==> src/rtl/auxr_pkg.sv <==
package auxr_pkg;
   localparam logic [2:0] RES_OK      = 3'd0;
   localparam logic [2:0] RES_TIMEOUT = 3'd1;
   localparam logic [2:0] RES_INVALID = 3'd2;
   localparam logic [2:0] RES_HPD     = 3'd3;
   localparam logic [2:0] RES_ACQ     = 3'd4;

   localparam logic [2:0] REP_ACK        = 3'd0;
   localparam logic [2:0] REP_NACK       = 3'd1;
   localparam logic [2:0] REP_DEFER      = 3'd2;
   localparam logic [2:0] REP_I2C_NACK   = 3'd3;
   localparam logic [2:0] REP_I2C_DEF_LK = 3'd4;
   localparam logic [2:0] REP_I2C_DEF_BS = 3'd5;
   localparam logic [2:0] REP_HPD        = 3'd6;

   localparam int CAT_SHORT = 0;
   localparam int CAT_DEFER = 1;
   localparam int CAT_I2CDF = 2;
   localparam int CAT_TMO   = 3;
   localparam int CAT_INV   = 4;
   localparam int NUM_CAT   = 5;

   typedef enum logic [2:0] {
      ST_IDLE, ST_LAUNCH, ST_AWAIT, ST_EVAL, ST_PAUSE, ST_FINISH
   } auxr_state_e;
endpackage

==> src/rtl/auxr_event_ctr.sv <==
module auxr_event_ctr #(
   parameter int W = 4
) (
   input  logic         clk,
   input  logic         rst_n,
   input  logic         clr,
   input  logic         inc,
   output logic [W-1:0] cnt
);
   always_ff @(posedge clk or negedge rst_n) begin
      if (!rst_n)                cnt <= '0;
      else if (clr)              cnt <= '0;
      else if (inc && cnt != '1) cnt <= cnt + 1'b1;
   end
endmodule

==> src/rtl/auxr_defer_acc.sv <==
module auxr_defer_acc #(
   parameter int W = 10
) (
   input  logic         clk,
   input  logic         rst_n,
   input  logic         clr,
   input  logic         add_en,
   input  logic [W-1:0] add_val,
   output logic [W-1:0] sum
);
   logic [W:0] nxt;
   assign nxt = {1'b0, sum} + {1'b0, add_val};

   always_ff @(posedge clk or negedge rst_n) begin
      if (!rst_n)      sum <= '0;
      else if (clr)    sum <= '0;
      else if (add_en) sum <= nxt[W] ? '1 : nxt[W-1:0];
   end
endmodule

==> src/rtl/auxr_us_wait.sv <==
module auxr_us_wait #(
   parameter int W        = 18,
   parameter bit TICK_REG = 1'b0
) (
   input  logic         clk,
   input  logic         rst_n,
   input  logic         load,
   input  logic [W-1:0] load_val,
   input  logic         us_tick,
   output logic         idle
);
   logic         tick_use;
   logic [W-1:0] remain;

   generate
      if (TICK_REG) begin : g_tick_reg
         logic tick_q;
         always_ff @(posedge clk or negedge rst_n) begin
            if (!rst_n) tick_q <= 1'b0;
            else        tick_q <= us_tick;
         end
         assign tick_use = tick_q;
      end else begin : g_tick_dir
         assign tick_use = us_tick;
      end
   endgenerate

   always_ff @(posedge clk or negedge rst_n) begin
      if (!rst_n)                         remain <= '0;
      else if (load)                      remain <= load_val;
      else if (tick_use && remain != '0)  remain <= remain - 1'b1;
   end

   assign idle = (remain == '0);
endmodule

==> src/rtl/auxr_retry_ctrl.sv <==
module auxr_retry_ctrl
   import auxr_pkg::*;
#(
   parameter int LEN_W               = 8,
   parameter int DLY_W               = 8,
   parameter int MAX_ATTEMPTS        = 7,
   parameter int SHORT_LIMIT         = 7,
   parameter int DEFER_LIMIT         = 7,
   parameter int I2C_DEFER_LIMIT     = 7,
   parameter int INVALID_LIMIT       = 2,
   parameter int TIMEOUT_LIMIT       = 3,
   parameter int DEFER_TIME_LIMIT_MS = 50,
   parameter int SHORT_WAIT_US       = 300,
   parameter int INVALID_WAIT_US     = 400,
   parameter int US_PER_MS           = 1000,
   parameter bit TICK_REG            = 1'b0
) (
   input  logic             clk,
   input  logic             rst_n,
   input  logic             us_tick,
   input  logic             req_start,
   input  logic             req_is_write,
   input  logic [LEN_W-1:0] req_len,
   input  logic [DLY_W-1:0] defer_delay_ms,
   input  logic [DLY_W-1:0] poll_period_ms,
   output logic             req_busy,
   output logic             req_done,
   output logic             req_pass,
   output logic             eng_start,
   input  logic             eng_done,
   input  logic [2:0]       eng_result,
   input  logic [2:0]       eng_reply,
   input  logic [LEN_W-1:0] eng_rd_count
);
   localparam int CNT_W  = $clog2(MAX_ATTEMPTS + 2);
   localparam int ATT_W  = $clog2(MAX_ATTEMPTS + 1);
   localparam int ACC_W  = DLY_W + 2;
   localparam int WAIT_W = $clog2(((2 ** DLY_W) - 1) * US_PER_MS
                                  + SHORT_WAIT_US + INVALID_WAIT_US + 1);

   generate
      if (MAX_ATTEMPTS < 1 || LEN_W < 1 || DLY_W < 1) begin : g_bad_size
         $error("auxr_retry_ctrl: sizes must be positive");
      end
      if (SHORT_LIMIT < 1 || DEFER_LIMIT < 1 || I2C_DEFER_LIMIT < 1 ||
          INVALID_LIMIT < 1 || TIMEOUT_LIMIT < 1) begin : g_bad_limit
         $error("auxr_retry_ctrl: retry limits must be at least one");
      end
      if (DEFER_TIME_LIMIT_MS >= 2 ** ACC_W) begin : g_bad_time
         $error("auxr_retry_ctrl: defer time limit exceeds accumulator range");
      end
   endgenerate

   auxr_state_e      state;
   logic             wr_q;
   logic [LEN_W-1:0] len_q;
   logic             seen_q;
   logic             pass_q;
   logic [ATT_W-1:0] att_q;
   logic [2:0]       res_q;
   logic [2:0]       rep_q;
   logic [LEN_W-1:0] cnt_q;

   logic             start_ok;
   assign start_ok = (state == ST_IDLE) && req_start;

   // per-category retry counters
   logic [NUM_CAT-1:0] ctr_inc;
   logic [NUM_CAT-1:0] ctr_evclr;
   logic [CNT_W-1:0]   ctr_val [NUM_CAT];

   generate
      for (genvar k = 0; k < NUM_CAT; k++) begin : g_ctr
         auxr_event_ctr #(.W(CNT_W)) u_ctr (
            .clk   (clk),
            .rst_n (rst_n),
            .clr   (start_ok | ctr_evclr[k]),
            .inc   (ctr_inc[k]),
            .cnt   (ctr_val[k])
         );
      end
   endgenerate

   // accumulated defer time
   logic             acc_add;
   logic [ACC_W-1:0] acc_val;
   logic [ACC_W-1:0] acc_sum;

   auxr_defer_acc #(.W(ACC_W)) u_acc (
      .clk     (clk),
      .rst_n   (rst_n),
      .clr     (start_ok),
      .add_en  (acc_add),
      .add_val (acc_val),
      .sum     (acc_sum)
   );

   // wait timer
   logic              wt_load;
   logic [WAIT_W-1:0] wt_val;
   logic              wt_idle;

   auxr_us_wait #(.W(WAIT_W), .TICK_REG(TICK_REG)) u_wait (
      .clk      (clk),
      .rst_n    (rst_n),
      .load     (wt_load),
      .load_val (wt_val),
      .us_tick  (us_tick),
      .idle     (wt_idle)
   );

   // result classification
   logic [WAIT_W-1:0] delay_ticks;
   logic              is_native;
   logic              is_link;
   logic [ACC_W:0]    acc_eff;
   int                def_eff;
   logic              defer_exit;
   logic              dec_finish;
   logic              dec_pass;
   logic              dec_seen;
   logic              dec_dwait;

   assign delay_ticks = WAIT_W'(defer_delay_ms) * WAIT_W'(US_PER_MS);
   assign is_native   = (rep_q == REP_DEFER);
   assign is_link     = (rep_q == REP_I2C_DEF_LK);
   assign acc_eff     = {1'b0, acc_sum} + (is_native ? (ACC_W+1)'(poll_period_ms) : '0);
   assign def_eff     = int'(ctr_val[CAT_DEFER]) + (is_native ? 1 : 0);
   assign defer_exit  = (def_eff >= DEFER_LIMIT) && (int'(acc_eff) >= DEFER_TIME_LIMIT_MS);

   always_comb begin
      ctr_inc    = '0;
      ctr_evclr  = '0;
      dec_finish = 1'b0;
      dec_pass   = 1'b0;
      dec_seen   = 1'b0;
      dec_dwait  = 1'b0;
      wt_val     = '0;
      if (state == ST_EVAL) begin
         case (res_q)
            RES_OK: begin
               ctr_evclr[CAT_TMO] = 1'b1;
               ctr_evclr[CAT_INV] = 1'b1;
               case (rep_q)
                  REP_ACK: begin
                     if (wr_q || cnt_q == len_q) begin
                        dec_finish = 1'b1;
                        dec_pass   = 1'b1;
                     end else begin
                        ctr_inc[CAT_SHORT] = 1'b1;
                        if (int'(ctr_val[CAT_SHORT]) + 1 >= SHORT_LIMIT) dec_finish = 1'b1;
                        else wt_val = WAIT_W'(SHORT_WAIT_US);
                     end
                  end
                  REP_DEFER, REP_I2C_DEF_LK, REP_I2C_NACK: begin
                     ctr_inc[CAT_DEFER] = is_native;
                     dec_seen = is_native | is_link;
                     if (defer_exit) dec_finish = 1'b1;
                     else if (is_native || is_link) begin
                        dec_dwait = 1'b1;
                        wt_val    = delay_ticks;
                     end
                  end
                  REP_I2C_DEF_BS: begin
                     ctr_evclr[CAT_DEFER] = 1'b1;
                     ctr_inc[CAT_I2CDF]   = 1'b1;
                     if (int'(ctr_val[CAT_I2CDF]) + 1 >= I2C_DEFER_LIMIT) dec_finish = 1'b1;
                  end
                  default: dec_finish = 1'b1;
               endcase
            end
            RES_INVALID: begin
               ctr_inc[CAT_INV] = 1'b1;
               if (int'(ctr_val[CAT_INV]) + 1 >= INVALID_LIMIT) dec_finish = 1'b1;
               else wt_val = WAIT_W'(INVALID_WAIT_US);
            end
            RES_TIMEOUT: begin
               if (seen_q) begin
                  ctr_inc[CAT_DEFER] = 1'b1;
                  if (int'(ctr_val[CAT_DEFER]) + 1 >= DEFER_LIMIT) dec_finish = 1'b1;
                  else wt_val = delay_ticks;
               end else begin
                  ctr_inc[CAT_TMO] = 1'b1;
                  if (int'(ctr_val[CAT_TMO]) + 1 >= TIMEOUT_LIMIT) dec_finish = 1'b1;
               end
            end
            default: dec_finish = 1'b1;
         endcase
      end
   end

   assign acc_add = (state == ST_EVAL) && (res_q == RES_OK) && (is_native || dec_dwait);
   assign acc_val = (is_native ? ACC_W'(poll_period_ms) : '0)
                  + (dec_dwait ? ACC_W'(defer_delay_ms) : '0);
   assign wt_load = (state == ST_EVAL) && !dec_finish;

   always_ff @(posedge clk or negedge rst_n) begin
      if (!rst_n) begin
         state  <= ST_IDLE;
         wr_q   <= 1'b0;
         len_q  <= '0;
         seen_q <= 1'b0;
         pass_q <= 1'b0;
         att_q  <= '0;
         res_q  <= '0;
         rep_q  <= '0;
         cnt_q  <= '0;
      end else begin
         case (state)
            ST_IDLE: if (req_start) begin
               wr_q   <= req_is_write;
               len_q  <= req_len;
               seen_q <= 1'b0;
               pass_q <= 1'b0;
               att_q  <= '0;
               state  <= ST_LAUNCH;
            end
            ST_LAUNCH: begin
               att_q <= att_q + 1'b1;
               state <= ST_AWAIT;
            end
            ST_AWAIT: if (eng_done) begin
               res_q <= eng_result;
               rep_q <= eng_reply;
               cnt_q <= eng_rd_count;
               state <= ST_EVAL;
            end
            ST_EVAL: begin
               if (dec_seen) seen_q <= 1'b1;
               if (dec_finish) begin
                  pass_q <= dec_pass;
                  state  <= ST_FINISH;
               end else begin
                  state <= ST_PAUSE;
               end
            end
            ST_PAUSE: if (wt_idle) begin
               if (int'(att_q) >= MAX_ATTEMPTS) state <= ST_FINISH;
               else                             state <= ST_LAUNCH;
            end
            ST_FINISH: state <= ST_IDLE;
            default:   state <= ST_IDLE;
         endcase
      end
   end

   assign eng_start = (state == ST_LAUNCH);
   assign req_busy  = (state != ST_IDLE);
   assign req_done  = (state == ST_FINISH);
   assign req_pass  = pass_q;
endmodule

==> config.mk <==
export PLATFORM = sky130hd
export DESIGN_NAME = auxr_retry_ctrl
export DESIGN_NICKNAME = d
export VERILOG_FILES = /design/src/rtl/auxr_pkg.sv /design/src/rtl/auxr_event_ctr.sv /design/src/rtl/auxr_defer_acc.sv /design/src/rtl/auxr_us_wait.sv /design/src/rtl/auxr_retry_ctrl.sv
export SDC_FILE = /design/constraint.sdc
export NUM_CORES = 1
export LEC_CHECK = 0
export CAP_MARGIN = 25
export CELL_PAD_IN_SITES_DETAIL_PLACEMENT = 1
export CELL_PAD_IN_SITES_GLOBAL_PLACEMENT = 2
export CORE_ASPECT_RATIO = 1.5
export CORE_MARGIN = 5
export CORE_UTILIZATION = 41
export CTS_CLUSTER_SIZE = 30
export DETAILED_ROUTE_END_ITERATION = 8
export PLACE_DENSITY = 0.94
export SETUP_SLACK_MARGIN = 0.5
export SKIP_CTS_REPAIR_TIMING = 1
export SLEW_MARGIN = 20
export SYNTH_ARGS = -nofsm -noshare
export SYNTH_HDL_FRONTEND = slang
export SYNTH_SLANG_ARGS = --single-unit
==> constraint.sdc <==
create_clock -name clk -period 10.9 [get_ports clk]
set_input_delay 1.09 -clock clk [delete_from_list [all_inputs] [get_ports clk]]
set_output_delay 1.09 -clock clk [all_outputs]
set_load 0.01 [all_outputs]
==> results.ini, run 1 <==
[placement]
portBuffers=47
hpwl_um=14100
pre_cts_ws_ps=3850
gp_congestion=0.878
placed_area_mm2=0.00755

[timing]
whs_ps=484
period_share_pct=62.4
clock_skew_ps=6.74
hold_viol_final=0
setup_tns_ps=0
fin_crit_ps=6800
grt_setup_unrepaired=no
fmax_mhz=147
worst_pin_slew_ps=973
slew_headroom_pct=34.7
slew_violations=0
fin_ws_ps=4100
setup_viol=0

[synthesis]
syn_nets=882
muxShareOfSynthArea_pct=4.11
synth_edf_count=0
synth_top_area_cell=dfrtp_1
synth-seq-area-share_pct=28.5
synthCells=742
synth-xor-area-share_pct=6.56
synth_top_area_share_pct=28.5
syn_area_mm2=0.00694
synth_compound_area_share_pct=16.8
synth_area_per_cell_um2=9.35
synth_top_family_by_area=adder cells
synth-simple-area-share_pct=18.7
yosys.cell_types.count=80
synthAdderAreaFrac_pct=20.3
async_flop_share_pct=100
synthTopCellsByArea=dfrtp_1, ha_1, fa_1
synth_ff_type=dfrtp_1
synth_seq_cells=79
yosys_warnings=0

[finish]
final_common_cell=dfrtp_1
syn_to_final_growth_pct=13.0
diodes=0
fillerInstances=1936
final_cell_area_mm2=0.00784
drive_gt1_share_pct=8.92
final_nets=920
layout_common_cells=dfrtp_1, nand2_1, ha_1

[floorplanning]
dieWidth_um=116
die_h_um=169
core-area_mm2=0.0167
rows=58
initial_core_util_pct=41.6
die-area_mm2=0.0197
ios=48

[cts]
cts_root_buf=clkbuf_16
cts_tree=built
clkLatencyLatePin_ps=350
cts_buffer_depth=2
clock-sinks=79
htreeDepth=3
numCtsBuffers=9
clk_pin_slew_ps=70

[pwr]
vdd_ir_drop_max_uv=115
p_per_area_mw_per_mm2=215
p_leak_nw=3.53
power.total_w=0.00169

[global_route]
grt_start_max_net_pins=80
antenna_found_initial=0
grt_pass1_wl_um=31900
grt_overflow=0
grt_pass1_vias=6520
grt.total_usage_pct=20.2

[worst_hold_path]
hp-class=reg -> reg

[worst_setup_path]
end_kind=flip-flop
critPathLaunchType=primary input
arrival_ps=7030
slowest_stage=clkdlybuf4s50_1
cp_num_buf_inv=1
slowest_delay_ps=500
required_ps=11130
path_cells=clkdlybuf4s50_1 > and4bb_2 > xor2_1 > ha_1 > a21o_1 > a31oi_1 > o22ai_1 > or3_1 > o211a_1 > a211o_2 > o21bai_1 > nand3_1 > xnor2_1 > ha_1 > ha_1 > fa_1 > a21o_1 > a21oi_1 > o21bai_1 > a21oi_1 > nor2b_1 > o21a_1 > o31ai_1 > nor3_2
cpMostUsedCell=ha_1
crit_type=in -> reg
cp_max_fo=11
path_delay_family=compound AO/OA/AOI/OAI gates

[job]
maxCapViolCount=0

[detailed_routing]
via_per_inst=5.77
dr.pass1.iters=4
vias=5743
wl_um=18700
drc_errors=0
drtAntennaViolNets=0
wl_per_cell_um=18.8
drt-initial-drc-count=193

[status]
status=completed

-- layer usage --
layer / vias to the layer above / part of all wire (%) / GRT usage [%]
li1: 2715 / - / -
met1: 2910 / 40 / 23.2
met2: 92 / 55 / 37.9
met3: 26 / 2.7 / 2.60
met4: 0 / 1.9 / 6.76
met5: - / 0 / 0
-- final timing paths --
path | from | endpoint | slack (ps) | cells past startpoint
hold reg to reg | wr_q | wr_q | 480 | 2
setup / recovery | poll_period_ms[1] | u_acc.sum[9] | 4100 | 24
min in group asynchronous | rst_n | len_q[6] | 770 | 1
max in group asynchronous | rst_n | u_wait.remain[12] | 9590 | 1
hold / removal | wr_q | wr_q | 480 | 2
setup reg to reg | rep_q[1] | u_acc.sum[9] | 4310 | 22
-- stage by stage --
| stage | utilization (%) | instances |
|---|---|---|
| floorplan | - | 742 |
| global placement | 45.3 | 979 |
| detailed placement | 45.3 | 979 |
| CTS | 46.9 | 995 |
| global route | 47.0 | 995 |
| finish | 47.0 | 995 |
-- report_power, final --
part / internal, W / leakage, nW / total, W / switching, W
Sequential: 0.000392 / 1.03 / 0.000520 / 0.000127
Clock: 0.000156 / 0.128 / 0.000291 / 0.000135
Combinational: 0.000387 / 2.37 / 0.000877 / 0.000491
Total: 0.000935 / 3.53 / 0.00169 / 0.000753
-- kinds of logic (layout without fill, tap and decap cells) --
logic type / Yosys count / in the layout
AO/OA/AOI/OAI: 162 / 162
XOR/XNOR: 52 / 52
adder cells (fa/ha/maj): 96 / 96
buffers and inverters: 76 / 119
flip-flops: 79 / 79
multiplexers: 26 / 26
AND/OR/NAND/NOR: 251 / 251
-- worst register-to-register path: cells and delay by family, from the launching register on --
family / cells / cell delay (ps)
AOI/OAI and AO/OA: 11 / 2830
xor gates and xnor gates: 1 / 170
adders and majority gates: 5 / 1570
DFF: 1 / 590
and+or+nand+nor: 5 / 1320
-- Yosys cell counts, types with 3 or more instances --
cell type	count
nand4_1	10
a21oi_1	26
o211ai_1	3
inv_1	52
and2_1	9
fa_1	28
nor3_1	19
clkbuf_1	8
ha_1	68
a211oi_1	5
or2_2	5
xor2_1	23
a211oi_2	8
o21a_1	3
nor4_1	6
nor2b_1	10
o21ai_0	40
a2111oi_2	3
a31o_2	3
nor3b_1	6
a31oi_1	9
o31ai_1	4
a21o_1	7
buf_6	6
mux2_2	17
mux2_1	3
buf_2	6
dfrtp_1	79
xnor2_1	29
o22ai_1	14
nand2_1	71
nand2b_1	7
o21bai_1	9
nand3_1	18
nor2_1	58
or4_1	3
and3_1	11
mux2i_1	6
-- area by class of cell --
class	count	area, um2	share of cell area (%)
clock buffer	9	225	2.87
timing repair buffer	51	502	6.40
multi-input combinational	587	4620	58.9
tap	210	263	3.35
inverter	52	195	2.49
sequential	79	1980	25.2
clock inverter	7	57.6	0.734
-- registers in the layout, summed over array words and instances (netlist names) --
| signal | flops |
|---|---|
| u_acc.sum | 10 |
| wr_q | 1 |
| g_ctr.u_ctr.cnt | 20 |
| res_q | 3 |
| rep_q | 3 |
| att_q | 3 |
| req_pass | 1 |
| seen_q | 1 |
| cnt_q | 8 |
| len_q | 8 |
| state | 3 |
| u_wait.remain | 18 |
No activity file was read; power rests on OpenSTA's default activity.
==> inputs of run 2 (changes only) <==
--- a/config.mk
+++ b/config.mk
@@ -10,10 +10,10 @@
 export CELL_PAD_IN_SITES_GLOBAL_PLACEMENT = 2
 export CORE_ASPECT_RATIO = 1.5
 export CORE_MARGIN = 5
-export CORE_UTILIZATION = 41
+export CORE_UTILIZATION = 39
 export CTS_CLUSTER_SIZE = 30
 export DETAILED_ROUTE_END_ITERATION = 8
-export PLACE_DENSITY = 0.94
+export PLACE_DENSITY = 0.9
 export SETUP_SLACK_MARGIN = 0.5
 export SKIP_CTS_REPAIR_TIMING = 1
 export SLEW_MARGIN = 20
==> constraint.sdc (replaced) <==
create_clock -name clk -period 6.5 [get_ports clk]
set_input_delay 0.65 -clock clk [delete_from_list [all_inputs] [get_ports clk]]
set_output_delay 0.65 -clock clk [all_outputs]
set_load 0.01 [all_outputs]
==> results.ini, run 2 (synthesized netlist as in run 1, its figures left out) <==
[status]
status=completed  ; unchanged

[timing]
worst_pin_slew_ps=1010  ; was 973 ps
period_share_pct=87.9
setup_tns_ps=0  ; unchanged
fmax_mhz=175
clock_skew_ps=9.84  ; was 6.74 ps
slew_violations=0  ; unchanged
hold_viol_final=0  ; unchanged
fin_crit_ps=5710
slew_headroom_pct=32.2  ; was 34.7%
grt_setup_unrepaired=no  ; unchanged
setup_viol=0  ; unchanged

[worst_setup_path]
path_cells=clkdlybuf4s50_1 > and4bb_2 > xor2_1 > ha_2 > a21o_1 > a31oi_1 > o22ai_1 > or3_1 > o211a_1 > a211o_2 > o21bai_2 > nand3_1 > xnor2_1 > ha_1 > ha_1 > fa_1 > a21o_1 > a21oi_1 > o21bai_1 > a21oi_1 > nor2b_1 > o21a_1 > o31ai_1 > nor3_2  ; was clkdlybuf4s50_1 > and4bb_2 > xor2_1 > ha_1 > a21o_1 > a31oi_1 > o22ai_1 > or3_1 > o211a_1 > a211o_2 > o21bai_1 > nand3_1 > xnor2_1 > ha_1 > ha_1 > fa_1 > a21o_1 > a21oi_1 > o21bai_1 > a21oi_1 > nor2b_1 > o21a_1 > o31ai_1 > nor3_2
slowest_stage=fa_1  ; was clkdlybuf4s50_1
crit_type=in -> reg  ; unchanged
arrival_ps=5960  ; was 7030 ps
cp_max_fo=6  ; was 11
r2r_slack_ps=930  ; was 4310 ps
critPathLaunchType=primary input  ; unchanged
slowest_delay_ps=460  ; was 500 ps
required_ps=6740  ; was 11130 ps
end_kind=flip-flop  ; unchanged

[floorplanning]
dieWidth_um=119  ; was 116 um
die-area_mm2=0.0206  ; was 0.0197 mm2
core-area_mm2=0.0174  ; was 0.0167 mm2
ios=48  ; unchanged
initial_core_util_pct=39.8  ; was 41.6%
rows=59  ; was 58
die_h_um=173  ; was 169 um

[placement]
hpwl_um=14700  ; was 14100 um
gp_congestion=0.807  ; was 0.878
portBuffers=47  ; unchanged

[finish]
diodes=0  ; unchanged
final_common_cell=dfrtp_1  ; unchanged
top_regs=g_ctr.u_ctr.cnt (20), u_wait.remain (18), u_acc.sum (10)  ; unchanged
largest_reg_flops=20  ; unchanged
layout_common_cells=dfrtp_1, nand2_1, ha_1  ; unchanged
syn_to_final_growth_pct=14.9  ; was 13.0%
drive_gt1_share_pct=10.5  ; was 8.92%
final_nets=927  ; was 920
top_register=g_ctr.u_ctr.cnt  ; unchanged

[job]
maxCapViolCount=0  ; unchanged

[global_route]
grt_pass1_vias=6456  ; was 6520
antenna_found_initial=0  ; unchanged
grt.total_usage_pct=19.0  ; was 20.2%
grt_pass1_wl_um=31900  ; about the same
grt_start_max_net_pins=80  ; unchanged
grt_overflow=0  ; unchanged

[detailed_routing]
via_per_inst=5.70  ; was 5.77
wl_um=19000  ; was 18700 um
drt-initial-drc-count=178  ; was 193
dr.pass1.iters=4  ; unchanged
vias=5731  ; was 5743
drtAntennaViolNets=0  ; unchanged
wl_per_cell_um=18.9  ; was 18.8 um
drc_errors=0  ; unchanged

[worst_hold_path]
hp-class=in -> async  ; was reg -> reg

[cts]
clkLatencyLatePin_ps=360  ; was 350 ps
cts_buffer_depth=2  ; unchanged
clock-sinks=79  ; unchanged
cts_tree=built  ; unchanged
clk_pin_slew_ps=70  ; about the same
numCtsBuffers=9  ; unchanged
htreeDepth=3  ; unchanged
cts_root_buf=clkbuf_16  ; unchanged

[pwr]
power.total_w=0.00295  ; was 0.00169 W
vdd_ir_drop_max_uv=143  ; was 115 uV
p_per_area_mw_per_mm2=371  ; was 215 mW/mm2
p_leak_nw=3.58  ; was 3.53 nW

-- run 2: through the flow --
| stage | setup slack (ps) | area [um2] | hold WS (ps) | std cells | utilization, % |
|---|---|---|---|---|---|
| after global routing | 485 | 7970 | 412 | 1005 | 45.7 |
| after CTS | 513 | 7930 | 493 | 1004 | 45.5 |
| after detailed placement | 149 | 7600 | 467 | 988 | 43.6 |
| final | 786 | 7970 | 347 | 1005 | 45.7 |
| after global placement | 383 | 7600 | 463 | 988 | 43.6 |
| after floorplan | 1050 | 6940 | 354 | 742 | - |
-- run 2: worst paths after layout --
kind | startpoint | end | depth (start not counted)
worst max-delay path | poll_period_ms[1] | u_acc.sum[9] | 24
worst min-delay path | rst_n | g_ctr[1].u_ctr.cnt[3] | 1
worst max register to register | rep_q[2] | u_acc.sum[9] | 24
worst min register to register | wr_q | wr_q | 2
max in group asynchronous | rst_n | state[1] | 1
min in group clk | wr_q | wr_q | 2
-- run 2: critical path, delay by kind of cell --
kind            cells  cell delay (ps)
fa+ha+maj           4             1230
buf+inv             1              440
simple gates        5              910
xor+xnor            2              310
compound gates     12             2410
-- run 2: cell type report --
type | count | area [um2]
fill | 1984 | 9450
inverter | 52 | 195
multi-input combinational | 587 | 4650
tap | 213 | 267
sequential | 79 | 1980
clock buffer | 9 | 225
timing repair buffer | 58 | 554
clock inverter | 7 | 105
-- run 2: power by group --
group	leakage, nW	switching [W]	total, W	internal (W)
clock network	0.158	0.000232	0.000574	0.000342
registers	1.03	0.000191	0.000849	0.000658
logic	2.39	0.000857	0.00153	0.000673
total	3.58	0.00128	0.00295	0.00167
-- run 2: layer usage --
layer	global-route usage (%)	vias up	part of all wire (%)
met5	0	-	0
met4	6.86	0	2.0
met3	2.45	26	2.1
met2	36.5	72	55
met1	21.2	2899	41
li1	-	2734	-
==> inputs of run 3 (changes only) <==
--- a/config.mk
+++ b/config.mk
@@ -13,10 +13,12 @@
 export CORE_UTILIZATION = 39
 export CTS_CLUSTER_SIZE = 30
 export DETAILED_ROUTE_END_ITERATION = 8
+export GPL_TIMING_DRIVEN = 1
 export PLACE_DENSITY = 0.9
 export SETUP_SLACK_MARGIN = 0.5
 export SKIP_CTS_REPAIR_TIMING = 1
 export SLEW_MARGIN = 20
 export SYNTH_ARGS = -nofsm -noshare
 export SYNTH_HDL_FRONTEND = slang
+export SYNTH_HIERARCHICAL = 1
 export SYNTH_SLANG_ARGS = --single-unit
==> results.ini, run 3 <==
[status]
status=completed  ; unchanged

[finish]
final_cell_area_mm2=0.00884  ; was 0.00797 mm2
syn_to_final_growth_pct=14.9  ; about the same
layout_common_cells=ha_1, dfrtp_1, nor2_1  ; was dfrtp_1, nand2_1, ha_1
finish.utilization_pct=45.0  ; was 45.7%
diodes=0  ; unchanged
drive_gt1_share_pct=14.5  ; was 10.5%
top_register=g_ctr.u_ctr/cnt  ; was g_ctr.u_ctr.cnt
final_nets=1018  ; was 927
top_regs=g_ctr.u_ctr/cnt (20), u_wait/remain (18), u_acc/sum (10)  ; was g_ctr.u_ctr.cnt (20), u_wait.remain (18), u_acc.sum (10)
largest_reg_flops=20  ; unchanged

[synthesis]
synthTopCellsByCount=ha_1, dfrtp_1, nor2_1  ; was dfrtp_1, nand2_1, ha_1
synth-seq-area-share_pct=25.7  ; was 28.5%
syn_area_mm2=0.00769  ; was 0.00694 mm2
synthTopCellsByArea=dfrtp_1, ha_1, fa_1  ; unchanged
yosys_warnings=6  ; was 0
synthCells=822  ; was 742
synth_seq_cells=79  ; unchanged
synth_top_area_cell=dfrtp_1  ; unchanged
synth_area_per_cell_um2=9.36  ; was 9.35 um2
synth_ff_type=dfrtp_1  ; unchanged
yosysMostFrequentCell=ha_1  ; was dfrtp_1
yosys.cell_types.count=92  ; was 80
synth_edf_count=0  ; unchanged
async_flop_share_pct=100  ; unchanged
synth_top_area_share_pct=25.7  ; was 28.5%

[floorplanning]
dieWidth_um=125  ; was 119 um
core-area_mm2=0.0196  ; was 0.0174 mm2
initial_core_util_pct=39.2  ; was 39.8%
die-area_mm2=0.0227  ; was 0.0206 mm2
rows=63  ; was 59
die_h_um=182  ; was 173 um
ios=48  ; unchanged

[worst_setup_path]
arrival_ps=5910  ; was 5960 ps
slowest_delay_ps=410  ; was 460 ps
cp_max_fo=6  ; unchanged
path_delay_family=compound AO/OA/AOI/OAI gates  ; unchanged
end_kind=flip-flop  ; unchanged
critPathLaunchType=primary input  ; unchanged
required_ps=6680  ; was 6740 ps
cp_num_buf_inv=1  ; unchanged
crit_type=in -> reg  ; unchanged
r2r_slack_ps=900  ; was 930 ps
slowest_stage=clkdlybuf4s50_1  ; was fa_1

[cts]
cts_tree=built  ; unchanged
cts_buffer_depth=2  ; unchanged
clock-sinks=79  ; unchanged
clk_pin_slew_ps=70  ; about the same
numCtsBuffers=9  ; unchanged
cts_root_buf=clkbuf_16  ; unchanged
clkLatencyLatePin_ps=350  ; was 360 ps
htreeDepth=3  ; unchanged

[global_route]
grt_pass1_vias=6963  ; was 6456
grt_pass1_wl_um=34700  ; was 31900 um
grt_overflow=0  ; unchanged
grt_start_max_net_pins=45  ; was 80
grt.total_usage_pct=18.3  ; was 19.0%
antenna_found_initial=0  ; unchanged

[pwr]
internal_power_w=0.00177  ; was 0.00167 W
p_comb_share_pct=54.9  ; was 51.8%
p_per_area_mw_per_mm2=367  ; was 371 mW/mm2
vdd_ir_drop_max_uv=193  ; was 143 uV
power.total_w=0.00324  ; was 0.00295 W
seqPwrFrac_pct=28.1  ; was 28.8%
p_switching_w=0.00147  ; was 0.00128 W
p_leak_nw=3.83  ; was 3.58 nW
clkPwrFrac_pct=17.0  ; was 19.4%
swShare_pct=45.3  ; was 43.3%

[detailed_routing]
met1Wirelength_um=8480  ; was 7770 um
highest_layer=met4  ; unchanged
dr.pass1.iters=4  ; unchanged
drtAntennaViolNets=0  ; unchanged
wl_per_cell_um=17.8  ; was 18.9 um
dr_wl_met2_um=11000  ; was 10500 um
wl_um=20200  ; was 19000 um
drc_errors=0  ; unchanged
vias=6267  ; was 5731
via_per_inst=5.53  ; was 5.70
wl_met3_um=377  ; was 409 um
drt-initial-drc-count=280  ; was 178

[timing]
period_share_pct=88.1  ; was 87.9%
fmax_mhz=175  ; about the same
clock_skew_ps=9.64  ; was 9.84 ps
slew_violations=0  ; unchanged
slew_headroom_pct=37.2  ; was 32.2%
setup_viol=0  ; unchanged
fin_crit_ps=5720  ; was 5710 ps
worst_pin_slew_ps=941  ; was 1010 ps
grt_setup_unrepaired=yes  ; was no
fin_ws_ps=776  ; was 786 ps
hold_viol_final=0  ; unchanged
setup_tns_ps=0  ; unchanged

[job]
maxCapViolCount=0  ; unchanged

[placement]
gp_congestion=0.843  ; was 0.807
placed_area_mm2=0.00844  ; was 0.00760 mm2
portBuffers=47  ; unchanged
pre_cts_ws_ps=128  ; was 149 ps
hpwl_um=15900  ; was 14700 um

[worst_hold_path]
hp-class=in -> async  ; unchanged

-- run 3: final timing paths --
path	from	endpoint	cells past startpoint
hold reg to reg	req_pass	req_pass	1
min in group clk	req_pass	req_pass	1
hold / removal	rst_n	cnt_q[6]	1
setup reg to reg	rep_q[0]	u_acc/sum[7]	25
setup / recovery	poll_period_ms[0]	u_acc/sum[7]	25
max in group asynchronous	rst_n	u_wait/remain[15]	2
-- run 3: logic make-up (layout without fill, tap and decap cells) --
group                      after synthesis  after routing  share of synthesized area, %
muxes                                   41             41                          6.11
other                                    1              3                        0.0487
adders and majority gates              107            107                          19.8
DFF                                     79             79                          25.7
xor gates and xnor gates                44             44                          5.01
buffers and inverters                   71            121                          4.31
AOI/OAI and AO/OA                      176            176                          15.5
and+or+nand+nor                        303            303                          23.5
-- run 3: layout make-up --
cell class              instances  area [um2]
fillers                      2240       10800
multi-input cells             674        5470
flip-flops and latches         79        1980
repair buffers                 58         571
well taps                     260         325
clock buffers                   9         225
inverters                      47         176
clock inverters                 7        92.6
-- run 3: stage by stage --
step / std cells / hold slack, ps
detailed placement: 1117 / 508
floorplan: 824 / 354
finish: 1134 / 272
global route: 1134 / 295
CTS: 1133 / 283
global placement: 1116 / 493
-- run 3: routing by layer --
metal	vias up	global-route usage (%)
li1	3050	-
met1	3120	21.7
met2	73	34.7
met3	24	1.71
met4	0	5.40
met5	-	0
-- run 3: power groups by stage --
stage,logic (W),clock network [W],registers [W]
6_report,0.00178,0.000551,0.000910
5_1_grt,0.00200,0.000585,0.000945
4_1_cts,0.00178,0.000565,0.000907
3_5_place_dp,0.00175,0,0.000913
3_3_place_gp,0.00171,0,0.000906
2_1_floorplan,0.00138,0,0.000813
